**src/rtl/wp_pd_pkg.sv**
```systemverilog
package wp_pd_pkg;
    typedef enum logic [2:0] {
        OP_NONE  = 3'd0,
        OP_READ  = 3'd1,
        OP_WRITE = 3'd2,
        OP_WEN   = 3'd3,
        OP_WDIS  = 3'd4,
        OP_SLEEP = 3'd5,
        OP_WAKE  = 3'd6
    } cmd_op_e;

    typedef enum logic {
        WEL_LOCKED = 1'b0,
        WEL_OPEN   = 1'b1
    } wel_state_e;

    typedef enum logic {
        MODE_RUN   = 1'b0,
        MODE_SLEEP = 1'b1
    } mode_state_e;
endpackage

```
**src/rtl/wp_pd_wel_fsm.sv**
```systemverilog
module wp_pd_wel_fsm
    import wp_pd_pkg::*;
(
    input  logic    clk,
    input  logic    rst_n,
    input  logic    cmd_valid,
    input  cmd_op_e cmd_op,
    output logic    wel_on
);
    wel_state_e state_q, state_d;

    always_comb begin
        state_d = state_q;
        if (cmd_valid) begin
            unique case (state_q)
                WEL_LOCKED: if (cmd_op == OP_WEN)  state_d = WEL_OPEN;
                WEL_OPEN:   if (cmd_op == OP_WDIS) state_d = WEL_LOCKED;
            endcase
        end
    end

    always_ff @(posedge clk or negedge rst_n) begin
        if (!rst_n) state_q <= WEL_LOCKED;
        else        state_q <= state_d;
    end

    always_comb begin
        wel_on = (state_q == WEL_OPEN);
    end
endmodule

```
**src/rtl/wp_pd_mode_fsm.sv**
```systemverilog
module wp_pd_mode_fsm
    import wp_pd_pkg::*;
(
    input  logic    clk,
    input  logic    rst_n,
    input  logic    cmd_valid,
    input  cmd_op_e cmd_op,
    input  logic    pwrdn_n,
    input  logic    cs_hi,
    output logic    sleep_q,
    output logic    dac_standby,
    output logic    out_hiz,
    output logic    store_standby
);
    mode_state_e state_q, state_d;
    logic        pd_active;

    always_comb begin
        state_d = state_q;
        if (cmd_valid && pwrdn_n) begin
            unique case (state_q)
                MODE_RUN:   if (cmd_op == OP_SLEEP) state_d = MODE_SLEEP;
                MODE_SLEEP: if (cmd_op == OP_WAKE)  state_d = MODE_RUN;
            endcase
        end
    end

    always_ff @(posedge clk or negedge rst_n) begin
        if (!rst_n) state_q <= MODE_RUN;
        else        state_q <= state_d;
    end

    always_comb begin
        sleep_q       = (state_q == MODE_SLEEP);
        pd_active     = !pwrdn_n || sleep_q;
        dac_standby   = pd_active;
        out_hiz       = pd_active;
        store_standby = pd_active && cs_hi;
    end
endmodule

```
**src/rtl/wp_pd_route.sv**
```systemverilog
module wp_pd_route
    import wp_pd_pkg::*;
#(
    parameter int CH_W = 2
) (
    input  logic            clk,
    input  logic            rst_n,
    input  logic            cmd_valid,
    input  cmd_op_e         cmd_op,
    input  logic            cmd_dac,
    input  logic [CH_W-1:0] cmd_chan,
    input  logic            wp_n,
    input  logic            wel_on,
    output logic            dac_load,
    output logic [CH_W-1:0] dac_chan,
    output logic            dac_src_store,
    output logic            nv_prog
);
    logic            ld_d, src_d, prog_d;

    always_comb begin
        ld_d   = 1'b0;
        src_d  = 1'b0;
        prog_d = 1'b0;
        if (cmd_valid) begin
            unique case (cmd_op)
                OP_WRITE: begin
                    if (cmd_dac) begin
                        if (wp_n) begin
                            ld_d   = 1'b1;
                            prog_d = wel_on;
                        end
                    end else begin
                        prog_d = wel_on;
                    end
                end
                OP_READ: begin
                    if (cmd_dac) begin
                        ld_d  = 1'b1;
                        src_d = 1'b1;
                    end
                end
                default: ;
            endcase
        end
    end

    always_ff @(posedge clk or negedge rst_n) begin
        if (!rst_n) begin
            dac_load      <= 1'b0;
            dac_chan      <= '0;
            dac_src_store <= 1'b0;
            nv_prog       <= 1'b0;
        end else begin
            dac_load      <= ld_d;
            dac_chan      <= cmd_chan;
            dac_src_store <= src_d;
            nv_prog       <= prog_d;
        end
    end
endmodule

```
**src/rtl/wp_pd_ctrl.sv**
```systemverilog
module wp_pd_ctrl
    import wp_pd_pkg::*;
#(
    parameter int NUM_CH = 4,
    localparam int CH_W = (NUM_CH > 1) ? $clog2(NUM_CH) : 1
) (
    input  logic            clk,
    input  logic            rst_n,
    input  logic            cmd_valid,
    input  logic [2:0]      cmd_op,
    input  logic            cmd_dac,
    input  logic [CH_W-1:0] cmd_chan,
    input  logic            wp_n,
    input  logic            pwrdn_n,
    input  logic            cs_hi,
    output logic            dac_load,
    output logic [CH_W-1:0] dac_chan,
    output logic            dac_src_store,
    output logic            nv_prog,
    output logic            dac_standby,
    output logic            out_hiz,
    output logic            store_standby
);
    cmd_op_e op;
    logic    wel_on;
    logic    sleep_q;

    always_comb op = cmd_op_e'(cmd_op);

    wp_pd_wel_fsm u_wel (
        .clk       (clk),
        .rst_n     (rst_n),
        .cmd_valid (cmd_valid),
        .cmd_op    (op),
        .wel_on    (wel_on)
    );

    wp_pd_mode_fsm u_mode (
        .clk           (clk),
        .rst_n         (rst_n),
        .cmd_valid     (cmd_valid),
        .cmd_op        (op),
        .pwrdn_n       (pwrdn_n),
        .cs_hi         (cs_hi),
        .sleep_q       (sleep_q),
        .dac_standby   (dac_standby),
        .out_hiz       (out_hiz),
        .store_standby (store_standby)
    );

    wp_pd_route #(.CH_W(CH_W)) u_route (
        .clk           (clk),
        .rst_n         (rst_n),
        .cmd_valid     (cmd_valid),
        .cmd_op        (op),
        .cmd_dac       (cmd_dac),
        .cmd_chan      (cmd_chan),
        .wp_n          (wp_n),
        .wel_on        (wel_on),
        .dac_load      (dac_load),
        .dac_chan      (dac_chan),
        .dac_src_store (dac_src_store),
        .nv_prog       (nv_prog)
    );
endmodule

```
**config.mk**
```make
export PLATFORM = sky130hd
export DESIGN_NAME = wp_pd_ctrl
export DESIGN_NICKNAME = d
export VERILOG_FILES = /design/src/rtl/wp_pd_pkg.sv /design/src/rtl/wp_pd_wel_fsm.sv /design/src/rtl/wp_pd_mode_fsm.sv /design/src/rtl/wp_pd_route.sv /design/src/rtl/wp_pd_ctrl.sv
export SDC_FILE = /design/constraint.sdc
export NUM_CORES = 1
export LEC_CHECK = 0
export BUFFER_PORTS_ARGS = -buffer_cell sky130_fd_sc_hd__buf_4
export CELL_PAD_IN_SITES_DETAIL_PLACEMENT = 1
export CELL_PAD_IN_SITES_GLOBAL_PLACEMENT = 2
export CORE_MARGIN = 2
export CORE_UTILIZATION = 19
export DETAILED_ROUTE_END_ITERATION = 10
export PLACE_DENSITY_LB_ADDON = 0.1
export SKIP_LAST_GASP = 1
export SLEW_MARGIN = 20
export SYNTH_ARGS = -nofsm -noshare
export SYNTH_HDL_FRONTEND = slang
export SYNTH_HIERARCHICAL = 1
export SYNTH_SLANG_ARGS = --single-unit
```
**constraint.sdc**
```tcl
create_clock -name clk -period 0.8 [get_ports clk]
set_input_delay 0.08 -clock clk [delete_from_list [all_inputs] [get_ports clk]]
set_output_delay 0.08 -clock clk [all_outputs]
set_load 0.1 [all_outputs]
```
==> impl_metrics.xml, run 1 <==
<?xml version="1.0" encoding="UTF-8"?>
<metrics>
  <group name="global_route">
    <metric name="largest_net_degree_at_the_start_of_global_routing" unit="">8</metric>
    <metric name="global_route.usage.total" unit="%">9.68</metric>
    <metric name="grt.overflow.total" unit="">0</metric>
    <metric name="grt_pass1_wl" unit="um">1330</metric>
    <metric name="grt_pass1_vias" unit="">347</metric>
    <metric name="antenna_found_initial" unit="">0</metric>
  </group>
  <group name="timing">
    <metric name="final.setup.worst_slack" unit="ns">-0.344</metric>
    <metric name="setup_repair_after_global_routing_missed_its_margin" unit="">yes</metric>
    <metric name="final-hold-violation-count" unit="">0</metric>
    <metric name="worst_slew_margin_rel" unit="%">81.6</metric>
    <metric name="clock.fmax" unit="MHz">874</metric>
    <metric name="setup_viol" unit="">9</metric>
    <metric name="timing.final.max_slew_violations" unit="">0</metric>
    <metric name="final_min_period_over_clock_period" unit="%">143</metric>
    <metric name="maximum_clock_skew_at_final_layout" unit="ns">0.00682</metric>
    <metric name="fin_crit" unit="ns">1.14</metric>
    <metric name="hold_slack" unit="ns">0.0448</metric>
    <metric name="worst_pin_slew" unit="ns">0.278</metric>
  </group>
  <group name="clock_tree">
    <metric name="clk_latency" unit="ns">0.24</metric>
    <metric name="max-clock-path-buffers" unit="">2</metric>
    <metric name="tritoncts" unit="">built</metric>
    <metric name="clock_buffers_created_by_tritoncts" unit="">3</metric>
    <metric name="cts_sinks" unit="">7</metric>
    <metric name="cts-root-buf" unit="">sky130_fd_sc_hd__clkbuf_4</metric>
    <metric name="cts-htree-levels" unit="">1</metric>
    <metric name="clk_pin_slew" unit="ns">0.05</metric>
  </group>
  <group name="drt">
    <metric name="initial_drc_count" unit="">0</metric>
    <metric name="drc" unit="">0</metric>
    <metric name="avgViaCountPerCell" unit="">4.44</metric>
    <metric name="wl_per_cell" unit="um">12.1</metric>
    <metric name="detailroute.via_count" unit="">302</metric>
    <metric name="antenna_left" unit="">0</metric>
    <metric name="first_pass_iters" unit="">1</metric>
    <metric name="drt_wl_total" unit="um">825</metric>
  </group>
  <group name="placement">
    <metric name="post-place-ws" unit="ns">-0.164</metric>
    <metric name="postPlaceCellArea" unit="sq um">489</metric>
    <metric name="dp.cells" unit="">61</metric>
    <metric name="io_buffer_count" unit="">19</metric>
    <metric name="gp_congestion" unit="">0.720</metric>
  </group>
  <group name="final_layout">
    <metric name="final_layout_size_suffix_gt1_share" unit="%">63.5</metric>
    <metric name="antenna_cells_inserted" unit="">0</metric>
    <metric name="areaGrowthSynthToFinish" unit="%">88.3</metric>
    <metric name="final_cell_count_no_fill" unit="">68</metric>
    <metric name="cell_area_after_layout" unit="sq um">584</metric>
    <metric name="final_core_util" unit="%">38.3</metric>
    <metric name="finalNetCount" unit="">65</metric>
    <metric name="final.fill_count" unit="">169</metric>
  </group>
  <group name="floorplan">
    <metric name="die-area" unit="sq um">1970</metric>
    <metric name="core-area" unit="sq um">1520</metric>
    <metric name="initial_utilization" unit="%">20.4</metric>
    <metric name="horizontal_die_dimension" unit="um">44.4</metric>
    <metric name="floorplan.die.height" unit="um">44.4</metric>
    <metric name="top_level_ports" unit="">20</metric>
    <metric name="rows" unit="">14</metric>
  </group>
  <group name="status">
    <metric name="status" unit="">finished with violations</metric>
    <metric name="violations" unit="">negative setup slack</metric>
  </group>
  <group name="worst_setup_path">
    <metric name="cp-start-kind" unit="">flip-flop</metric>
    <metric name="critical_path.max_fanout" unit="">3</metric>
    <metric name="arrival" unit="ns">1.06</metric>
    <metric name="setup.worst_path.end_class" unit="">output port</metric>
    <metric name="cp_data_required_time" unit="ns">0.72</metric>
    <metric name="timing_worst_setup_path_type" unit="">reg2out</metric>
    <metric name="setup.reg_to_reg.worst_slack" unit="ns">-0.02</metric>
  </group>
  <group name="power_and_ir_drop">
    <metric name="power_per_unit_of_standard_cell_area" unit="nW/um^2">1680</metric>
    <metric name="power.static_leakage" unit="nW">0.269</metric>
    <metric name="vdd_drop_max" unit="mV">0.422</metric>
  </group>
  <group name="worst_hold_path">
    <metric name="min_path_type" unit="">in2reg</metric>
  </group>
  <group name="synth">
    <metric name="net_count_after_synthesis" unit="">38</metric>
    <metric name="yosys_warnings" unit="">6</metric>
    <metric name="synth_seq_cells" unit="">7</metric>
    <metric name="yosys.cell_types.count" unit="">16</metric>
    <metric name="postSynthCellCount" unit="">26</metric>
    <metric name="mappedNetlistArea" unit="sq um">310</metric>
    <metric name="yosysSeqAreaShare" unit="%">56.5</metric>
    <metric name="synth_area_leader_cell" unit="">sky130_fd_sc_hd__dfrtp_1</metric>
    <metric name="syn_area_cell" unit="sq um">11.9</metric>
    <metric name="synth_area_leaders" unit="">sky130_fd_sc_hd__dfrtp_1, sky130_fd_sc_hd__nand2b_1, sky130_fd_sc_hd__nand3b_1, sky130_fd_sc_hd__and4bb_1, sky130_fd_sc_hd__and4bb_2</metric>
    <metric name="synth_largest_type_area_fraction" unit="%">56.5</metric>
  </group>
  <group name="job">
    <metric name="max_cap_viol_count" unit="">0</metric>
  </group>
</metrics>
[cell families (layout without fill, tap and decap cells)]
logic type,count (synthesis),after routing,share of synthesized area [%]
simple gates,13,13,31.5
compound gates,5,5,9.68
buf+inv,1,27,2.42
flops,7,7,56.5
[layer usage]
layer / routed length, um / GRT usage, % / up-vias
met5: 0 / 0 / -
met1: 333 / 10.2 / 134
met2: 408 / 16.2 / 18
met4: 19 / 7.27 / 0
met3: 64 / 2.86 / 2
li1: - / - / 148
[worst max-delay path: stages (launching register included)]
cell	delay, ns
sky130_fd_sc_hd__dfrtp_1	0.37
sky130_fd_sc_hd__nand2b_4	0.15
sky130_fd_sc_hd__and2_4	0.14
sky130_fd_sc_hd__buf_12	0.16
[metrics by stage]
step	TNS [ns]	power, W
6_report	-1.39	0.000982
5_1_grt	-1.76	0.00104
4_1_cts	-1.50	0.000998
3_5_place_dp	-0.270	0.000654
3_3_place_gp	-0.162	0.000647
2_1_floorplan	-0.615	0.000556
[placed cells by master (no fill, tap or decap), drive strengths merged]
| cell type | Yosys | layout |
|---|---|---|
| clkbuf | 0 | 4 |
| o21ai | 1 | 1 |
| a21oi | 2 | 2 |
| nand3b | 2 | 2 |
| and2b | 1 | 1 |
| dlygate4sd3 | 0 | 3 |
| nor2 | 1 | 1 |
| and4bb | 2 | 2 |
| a41oi | 1 | 1 |
| nand3 | 1 | 1 |
| dfrtp | 7 | 7 |
| buf | 1 | 20 |
| and3 | 1 | 1 |
| nand2b | 3 | 3 |
| and2 | 1 | 1 |
| a31oi | 1 | 1 |
| nor3 | 1 | 1 |
[where the power goes]
group          internal [W]  leakage [nW]  switching (W)  total (W)
Sequential         0.000369        0.0852     0.00000788   0.000377
Clock              0.000189        0.0150       0.000115   0.000305
Combinational      0.000110         0.169       0.000190   0.000300
Total              0.000669         0.269       0.000313   0.000982
[state kept, by name, indices dropped and copies added (netlist names)]
register / count
u_route/dac_chan: 2
u_mode/sleep_q: 1
u_route/dac_load: 1
u_route/dac_src_store: 1
u_route/nv_prog: 1
u_wel/wel_on: 1
[worst paths after layout]
check | to | cells after the start | from
min in group asynchronous | u_route/dac_chan[0] | 2 | rst_n
worst max register to register | u_mode/sleep_q | 3 | u_mode/sleep_q
worst min register to register | u_route/nv_prog | 1 | u_wel/wel_on
worst min-delay path | u_mode/sleep_q | 2 | cmd_op[1]
worst max-delay path | store_standby | 3 | u_mode/sleep_q
max in group asynchronous | u_route/nv_prog | 2 | rst_n
[what timing repair did]
action,in CTS,in global routing
hold endpoints to repair,9,0
pin swaps,1,0
setup buffers,1,0
hold buffers,3,0
endpoints found under the setup margin,9,10
gates resized for setup,9,0
[layout make-up]
cell class	instances	area [sq um]	share of cell area, %
clock buffer	4	26.3	4.50
sequential	7	181	31.0
tap	16	20.0	3.43
timing repair buffer	23	211	36.2
multi-input combinational	18	145	24.8
[cell usage after synthesis, drive strengths merged]
master / n
and2: 1
a41oi: 1
dfrtp: 7
and3: 1
nand3: 1
buf: 1
and2b: 1
a31oi: 1
and4bb: 2
nor3: 1
nand2b: 3
nor2: 1
nand3b: 2
a21oi: 2
o21ai: 1
Power figures use the tool's default switching activity.
==> inputs of run 2 (changes only) <==
--- a/config.mk
+++ b/config.mk
@@ -6,14 +6,11 @@
 export NUM_CORES = 1
 export LEC_CHECK = 0
 export BUFFER_PORTS_ARGS = -buffer_cell sky130_fd_sc_hd__buf_4
-export CELL_PAD_IN_SITES_DETAIL_PLACEMENT = 1
-export CELL_PAD_IN_SITES_GLOBAL_PLACEMENT = 2
-export CORE_MARGIN = 2
-export CORE_UTILIZATION = 19
+export CORE_AREA = 2 2 39 41
 export DETAILED_ROUTE_END_ITERATION = 10
-export PLACE_DENSITY_LB_ADDON = 0.1
+export DIE_AREA = 0 0 41 43
+export RECOVER_POWER = 100
 export SKIP_LAST_GASP = 1
-export SLEW_MARGIN = 20
 export SYNTH_ARGS = -nofsm -noshare
 export SYNTH_HDL_FRONTEND = slang
 export SYNTH_HIERARCHICAL = 1
==> impl_metrics.xml, run 2 (synthesis gave the netlist of run 1 again) <==
<?xml version="1.0" encoding="UTF-8"?>
<metrics>
  <group name="status">
    <metric name="status" unit="">finished with violations</metric>
    <metric name="violations" unit="">negative setup slack</metric>
  </group>
  <group name="drt">
    <metric name="first_pass_iters" unit="">1</metric>
    <metric name="drc" unit="">0</metric>
    <metric name="wl_per_cell" unit="um">12.8</metric>
    <metric name="antenna_left" unit="">0</metric>
    <metric name="detailroute.via_count" unit="">327</metric>
    <metric name="avgViaCountPerCell" unit="">4.54</metric>
    <metric name="drt_wl_total" unit="um">925</metric>
    <metric name="initial_drc_count" unit="">0</metric>
  </group>
  <group name="floorplan">
    <metric name="core-area" unit="sq um">1380</metric>
    <metric name="horizontal_die_dimension" unit="um">41</metric>
    <metric name="die-area" unit="sq um">1760</metric>
    <metric name="initial_utilization" unit="%">22.4</metric>
    <metric name="rows" unit="">14</metric>
    <metric name="top_level_ports" unit="">20</metric>
    <metric name="floorplan.die.height" unit="um">43</metric>
  </group>
  <group name="global_route">
    <metric name="grt_pass1_wl" unit="um">1390</metric>
    <metric name="grt.overflow.total" unit="">0</metric>
    <metric name="global_route.usage.total" unit="%">11.9</metric>
    <metric name="grt_pass1_vias" unit="">344</metric>
    <metric name="antenna_found_initial" unit="">0</metric>
    <metric name="largest_net_degree_at_the_start_of_global_routing" unit="">8</metric>
  </group>
  <group name="clock_tree">
    <metric name="clk_pin_slew" unit="ns">0.05</metric>
    <metric name="cts_sinks" unit="">7</metric>
    <metric name="clock_buffers_created_by_tritoncts" unit="">3</metric>
    <metric name="tritoncts" unit="">built</metric>
    <metric name="clk_latency" unit="ns">0.25</metric>
    <metric name="cts-htree-levels" unit="">1</metric>
    <metric name="cts-root-buf" unit="">sky130_fd_sc_hd__clkbuf_4</metric>
    <metric name="max-clock-path-buffers" unit="">2</metric>
  </group>
  <group name="final_layout">
    <metric name="antenna_cells_inserted" unit="">0</metric>
    <metric name="largest_register" unit="">u_route/dac_chan</metric>
    <metric name="final_common_cell" unit="">sky130_fd_sc_hd__buf_4</metric>
    <metric name="final_cell_count_no_fill" unit="">72</metric>
    <metric name="largest_register_ff_count" unit="">2</metric>
    <metric name="final.fill_count" unit="">141</metric>
    <metric name="cell_area_after_layout" unit="sq um">672</metric>
    <metric name="highest_count_cells_in_the_layout_ignoring_fill_and_taps" unit="">sky130_fd_sc_hd__buf_4, sky130_fd_sc_hd__buf_12, sky130_fd_sc_hd__clkbuf_4, sky130_fd_sc_hd__buf_6, sky130_fd_sc_hd__dfrtp_2</metric>
    <metric name="finalNetCount" unit="">69</metric>
    <metric name="final_layout_size_suffix_gt1_share" unit="%">60.7</metric>
    <metric name="areaGrowthSynthToFinish" unit="%">117</metric>
  </group>
  <group name="job">
    <metric name="max_cap_viol_count" unit="">0</metric>
  </group>
  <group name="worst_setup_path">
    <metric name="timing_worst_setup_path_type" unit="">reg2out</metric>
    <metric name="critical_path.max_fanout" unit="">2</metric>
    <metric name="crit_family" unit="">flip-flops</metric>
    <metric name="arrival" unit="ns">1.07</metric>
    <metric name="cp-start-kind" unit="">flip-flop</metric>
    <metric name="setup.worst_path.end_class" unit="">output port</metric>
    <metric name="buffering_stage_count_on_the_worst_path_with_inverters_included" unit="">1</metric>
    <metric name="cp_data_required_time" unit="ns">0.72</metric>
    <metric name="crit_path_slowest_cell" unit="">sky130_fd_sc_hd__dfrtp_1</metric>
    <metric name="critical_path.cell_chain" unit="">nand2b_4, and2_4, buf_12</metric>
    <metric name="max_stage_delay" unit="ns">0.38</metric>
  </group>
  <group name="placement">
    <metric name="postPlaceCellArea" unit="sq um">497</metric>
    <metric name="dp_hpwl" unit="um">583</metric>
    <metric name="post-place-ws" unit="ns">-0.152</metric>
    <metric name="dp.cells" unit="">62</metric>
    <metric name="gp_congestion" unit="">0.599</metric>
    <metric name="io_buffer_count" unit="">19</metric>
  </group>
  <group name="timing">
    <metric name="maximum_clock_skew_at_final_layout" unit="ns">0.00456</metric>
    <metric name="fin_crit" unit="ns">1.15</metric>
    <metric name="worst_pin_slew" unit="ns">0.373</metric>
    <metric name="setup_repair_after_global_routing_missed_its_margin" unit="">yes</metric>
    <metric name="timing.final.max_slew_violations" unit="">0</metric>
    <metric name="setup_viol" unit="">10</metric>
    <metric name="final-hold-violation-count" unit="">0</metric>
    <metric name="worst_slew_margin_rel" unit="%">75.1</metric>
    <metric name="clock.fmax" unit="MHz">866</metric>
    <metric name="final.setup.worst_slack" unit="ns">-0.355</metric>
    <metric name="final_min_period_over_clock_period" unit="%">144</metric>
  </group>
  <group name="power_and_ir_drop">
    <metric name="vdd_drop_max" unit="mV">0.496</metric>
    <metric name="power_per_unit_of_standard_cell_area" unit="nW/um^2">1560</metric>
    <metric name="power.static_leakage" unit="nW">0.303</metric>
    <metric name="fin_total_pwr" unit="W">0.00105</metric>
  </group>
  <group name="worst_hold_path">
    <metric name="min_path_type" unit="">in2reg</metric>
  </group>
</metrics>
[run 2: cell types whose count changed in the layout (fill, tap and decap cells not counted)]
cell / delta
sky130_fd_sc_hd__buf_8: +1
sky130_fd_sc_hd__clkbuf_1: +2
sky130_fd_sc_hd__buf_12: +5
sky130_fd_sc_hd__nor3_1: +1
sky130_fd_sc_hd__clkbuf_4: +2
sky130_fd_sc_hd__nor3_2: -1
sky130_fd_sc_hd__buf_4: -6
[run 2: per-layer routing]
metal | vias to the layer above | share of wire (%) | global-route usage, % | wire (um)
met4 | 0 | 0 | 6.00 | 0
met2 | 15 | 57 | 20.6 | 530
met1 | 158 | 35 | 12.1 | 327
li1 | 154 | - | - | -
met5 | - | 0 | 0 | 0
met3 | 0 | 7.2 | 3.14 | 67
[run 2: through the flow]
step           util (%)  TNS, ns  hold WS [ns]
5_1_grt            48.6    -2.20        0.0445
4_1_cts            47.6    -1.88        0.0317
2_1_floorplan         -   -0.615        -0.216
6_report           48.6    -1.90        0.0371
3_3_place_gp       35.9   -0.368        -0.105
3_5_place_dp       35.9   -0.460        -0.104
[run 2: worst reg2reg max path, delay by kind of cell, from the launching register on]
kind / cells / cell delay, ns
AOI/OAI and AO/OA: 2 / 0.20
buffers and inverters: 4 / 0.44
DFF: 1 / 0.38
[run 2: final timing paths]
path	end	startpoint	depth (start not counted)	slack (ns)
worst min register to register	u_route/nv_prog	u_wel/wel_on	1	0.56
worst max register to register	u_mode/sleep_q	u_mode/sleep_q	6	-0.34
worst max-delay path	store_standby	u_mode/sleep_q	3	-0.35
max in group asynchronous	u_route/dac_src_store	rst_n	2	0.24
worst min-delay path	u_mode/sleep_q	cmd_op[1]	2	0.04
min in group asynchronous	u_wel/wel_on	rst_n	2	0.27
[run 2: what timing repair did]
item	CTS	global route
hold endpoints to repair	9	0
pin swaps	1	0
gates cloned	0	0
endpoints found under the setup margin	9	9
resized for setup	20	8
hold buffers	3	0
setup buffers	3	2
[run 2: final cells by class]
type | instances | area, sq um | share of cell area (%)
flip-flops and latches | 7 | 181 | 27.0
repair buffers | 27 | 304 | 45.3
well taps | 16 | 20.0 | 2.98
multi-input cells | 18 | 140 | 20.9
clock buffers | 4 | 26.3 | 3.91
[run 2: power by group]
part	leakage (nW)	total [W]	switching [W]	internal [W]
sequential	0.0852	0.000379	0.00000986	0.000369
combinational	0.203	0.000351	0.000199	0.000152
clock	0.0150	0.000320	0.000129	0.000190
total	0.303	0.00105	0.000338	0.000711
==> inputs of run 3 (changes only) <==
--- a/config.mk
+++ b/config.mk
@@ -6,9 +6,13 @@
 export NUM_CORES = 1
 export LEC_CHECK = 0
 export BUFFER_PORTS_ARGS = -buffer_cell sky130_fd_sc_hd__buf_4
-export CORE_AREA = 2 2 39 41
+export CELL_PAD_IN_SITES_DETAIL_PLACEMENT = 2
+export CELL_PAD_IN_SITES_GLOBAL_PLACEMENT = 2
+export CORE_MARGIN = 2
+export CORE_UTILIZATION = 21
+export CTS_BUF_LIST = sky130_fd_sc_hd__clkbuf_2 sky130_fd_sc_hd__clkbuf_4 sky130_fd_sc_hd__clkbuf_8
 export DETAILED_ROUTE_END_ITERATION = 10
-export DIE_AREA = 0 0 41 43
+export PLACE_DENSITY_LB_ADDON = 0.1
 export RECOVER_POWER = 100
 export SKIP_LAST_GASP = 1
 export SYNTH_ARGS = -nofsm -noshare
==> impl_metrics.xml, run 3 (synthesis gave the netlist of run 1 again) <==
<?xml version="1.0" encoding="UTF-8"?>
<metrics>
  <group name="final_layout">
    <metric name="total_area_of_multi_input_combinational_cells" unit="sq um">145</metric>
    <metric name="final.fill_count" unit="">131</metric>
    <metric name="antenna_cells_inserted" unit="">0</metric>
    <metric name="final-seq-area" unit="sq um">181</metric>
    <metric name="final_common_cell" unit="">sky130_fd_sc_hd__buf_4</metric>
    <metric name="finalNetCount" unit="">66</metric>
    <metric name="final_layout_size_suffix_gt1_share" unit="%">62.3</metric>
    <metric name="largest_register_ff_count" unit="">2</metric>
    <metric name="cell_area_after_layout" unit="sq um">642</metric>
    <metric name="largest_register" unit="">u_route/dac_chan</metric>
    <metric name="highest_count_cells_in_the_layout_ignoring_fill_and_taps" unit="">sky130_fd_sc_hd__buf_4, sky130_fd_sc_hd__clkbuf_4, sky130_fd_sc_hd__buf_12</metric>
    <metric name="areaGrowthSynthToFinish" unit="%">107</metric>
    <metric name="final_core_util" unit="%">48.1</metric>
  </group>
  <group name="worst_hold_path">
    <metric name="hp-start" unit="">cmd_op[1]</metric>
    <metric name="min_path_type" unit="">in2reg</metric>
    <metric name="hold-path-cell-count" unit="">2</metric>
    <metric name="whs_endpoint" unit="">u_mode/sleep_q</metric>
  </group>
  <group name="clock_tree">
    <metric name="clk_pin_slew" unit="ns">0.05</metric>
    <metric name="cts_sinks" unit="">7</metric>
    <metric name="cts-htree-levels" unit="">1</metric>
    <metric name="max-clock-path-buffers" unit="">2</metric>
    <metric name="clock_buffers_created_by_tritoncts" unit="">3</metric>
    <metric name="tritoncts" unit="">built</metric>
    <metric name="cts-root-buf" unit="">sky130_fd_sc_hd__clkbuf_4</metric>
    <metric name="clk_latency" unit="ns">0.25</metric>
  </group>
  <group name="timing">
    <metric name="setup_viol" unit="">10</metric>
    <metric name="fin_crit" unit="ns">1.15</metric>
    <metric name="clock.fmax" unit="MHz">869</metric>
    <metric name="final-hold-violation-count" unit="">0</metric>
    <metric name="maximum_clock_skew_at_final_layout" unit="ns">0.00510</metric>
    <metric name="worst_pin_slew" unit="ns">0.385</metric>
    <metric name="setup_repair_after_global_routing_missed_its_margin" unit="">yes</metric>
    <metric name="worst_slew_margin_rel" unit="%">74.4</metric>
    <metric name="final_min_period_over_clock_period" unit="%">144</metric>
    <metric name="timing.final.max_slew_violations" unit="">0</metric>
    <metric name="final.setup.worst_slack" unit="ns">-0.351</metric>
  </group>
  <group name="placement">
    <metric name="postPlaceCellArea" unit="sq um">495</metric>
    <metric name="gp_congestion" unit="">0.649</metric>
    <metric name="io_buffer_count" unit="">19</metric>
    <metric name="dp_hpwl" unit="um">780</metric>
  </group>
  <group name="floorplan">
    <metric name="initial_utilization" unit="%">23.3</metric>
    <metric name="floorplan.die.height" unit="um">42.4</metric>
    <metric name="horizontal_die_dimension" unit="um">42.4</metric>
    <metric name="top_level_ports" unit="">20</metric>
    <metric name="rows" unit="">13</metric>
    <metric name="die-area" unit="sq um">1800</metric>
    <metric name="core-area" unit="sq um">1330</metric>
  </group>
  <group name="drt">
    <metric name="first_pass_iters" unit="">2</metric>
    <metric name="wl_per_cell" unit="um">15.5</metric>
    <metric name="antenna_left" unit="">0</metric>
    <metric name="avgViaCountPerCell" unit="">4.75</metric>
    <metric name="detailroute.via_count" unit="">323</metric>
    <metric name="drt_wl_total" unit="um">1050</metric>
    <metric name="initial_drc_count" unit="">2</metric>
    <metric name="drc" unit="">0</metric>
  </group>
  <group name="job">
    <metric name="max_cap_viol_count" unit="">0</metric>
  </group>
  <group name="global_route">
    <metric name="global_route.usage.total" unit="%">13.5</metric>
    <metric name="antenna_found_initial" unit="">0</metric>
    <metric name="largest_net_degree_at_the_start_of_global_routing" unit="">8</metric>
    <metric name="grt.overflow.total" unit="">0</metric>
    <metric name="grt_pass1_wl" unit="um">1700</metric>
    <metric name="grt_pass1_vias" unit="">370</metric>
  </group>
  <group name="worst_setup_path">
    <metric name="rr_startpoint" unit="">u_mode/sleep_q</metric>
    <metric name="rr_endpoint" unit="">u_mode/sleep_q</metric>
    <metric name="setup.reg_to_reg.worst_slack" unit="ns">-0.02</metric>
    <metric name="setup.worst_path.end_class" unit="">output port</metric>
    <metric name="cp_data_required_time" unit="ns">0.72</metric>
    <metric name="cp-start-kind" unit="">flip-flop</metric>
    <metric name="arrival" unit="ns">1.07</metric>
    <metric name="timing_worst_setup_path_type" unit="">reg2out</metric>
    <metric name="worst_r2r_path_depth" unit="">3</metric>
    <metric name="critical_path.max_fanout" unit="">2</metric>
  </group>
  <group name="power_and_ir_drop">
    <metric name="power.static_leakage" unit="nW">0.288</metric>
    <metric name="vdd_drop_max" unit="mV">0.738</metric>
    <metric name="power_per_unit_of_standard_cell_area" unit="nW/um^2">1680</metric>
    <metric name="fin_total_pwr" unit="W">0.00108</metric>
  </group>
  <group name="status">
    <metric name="status" unit="">finished with violations</metric>
    <metric name="violations" unit="">negative setup slack</metric>
  </group>
</metrics>
-- run 3: what timing repair did --
| action | 4_1_cts | 5_1_grt |
|---|---|---|
| pin swaps | 1 | 0 |
| gates cloned | 0 | 0 |
| endpoints found under the hold margin | 9 | 0 |
| endpoints found under the setup margin | 10 | 10 |
| gates resized for setup | 17 | 5 |
| buffers inserted | 1 | 1 |
| hold buffers | 3 | 0 |
-- run 3: power breakdown --
| group | internal, W | leakage (nW) | switching, W |
|---|---|---|---|
| registers | 0.000369 | 0.0852 | 0.00000936 |
| clock network | 0.000225 | 0.0184 | 0.000138 |
| logic | 0.000137 | 0.184 | 0.000199 |
| total | 0.000730 | 0.288 | 0.000346 |
-- run 3: worst max-delay path, cell delays in order, from the launching register on --
cell                       delay [ns]
sky130_fd_sc_hd__dfrtp_1         0.37
sky130_fd_sc_hd__nand2b_4        0.14
sky130_fd_sc_hd__and2_4          0.14
sky130_fd_sc_hd__buf_12          0.16
-- run 3: routing by layer --
layer | GRT usage [%] | wire, um | vias up | share of wire [%]
met4 | 13.1 | 36 | 0 | 3.4
met2 | 22.8 | 527 | 20 | 50
li1 | - | - | 148 | -
met5 | 0 | 0 | - | 0
met3 | 0.431 | 63 | 4 | 6.0
met1 | 14.7 | 424 | 151 | 40
-- run 3: area by class of cell --
type | count | area share (%)
sequential | 7 | 28.3
multi-input combinational | 18 | 22.6
timing repair buffer | 24 | 41.5
clock buffer | 4 | 4.68
tap | 15 | 2.92
-- run 3: worst max-delay path by stage --
stage / depth (start not counted) / from / endpoint / slack (ns)
3_3_place_gp: 3 / u_mode/sleep_q / store_standby / -0.13
3_5_place_dp: 3 / u_mode/sleep_q / store_standby / -0.16
4_1_cts: 3 / u_mode/sleep_q / store_standby / -0.37
6_report: 3 / u_mode/sleep_q / store_standby / -0.35
5_1_grt: 3 / u_mode/sleep_q / store_standby / -0.39
2_1_floorplan: 2 / u_mode/sleep_q / store_standby / -0.33
-- run 3: through the flow --
stage                     TNS [ns]  std cells  worst slack (ns)  hold WS (ns)
after floorplan             -0.615         26            -0.327        -0.216
after global placement      -0.370         61            -0.131        -0.107
after detailed placement    -0.477         61            -0.156        -0.104
after CTS                    -1.71         68            -0.368        0.0229
after global routing         -1.91         68            -0.385        0.0376
final                        -1.63         68            -0.351        0.0387
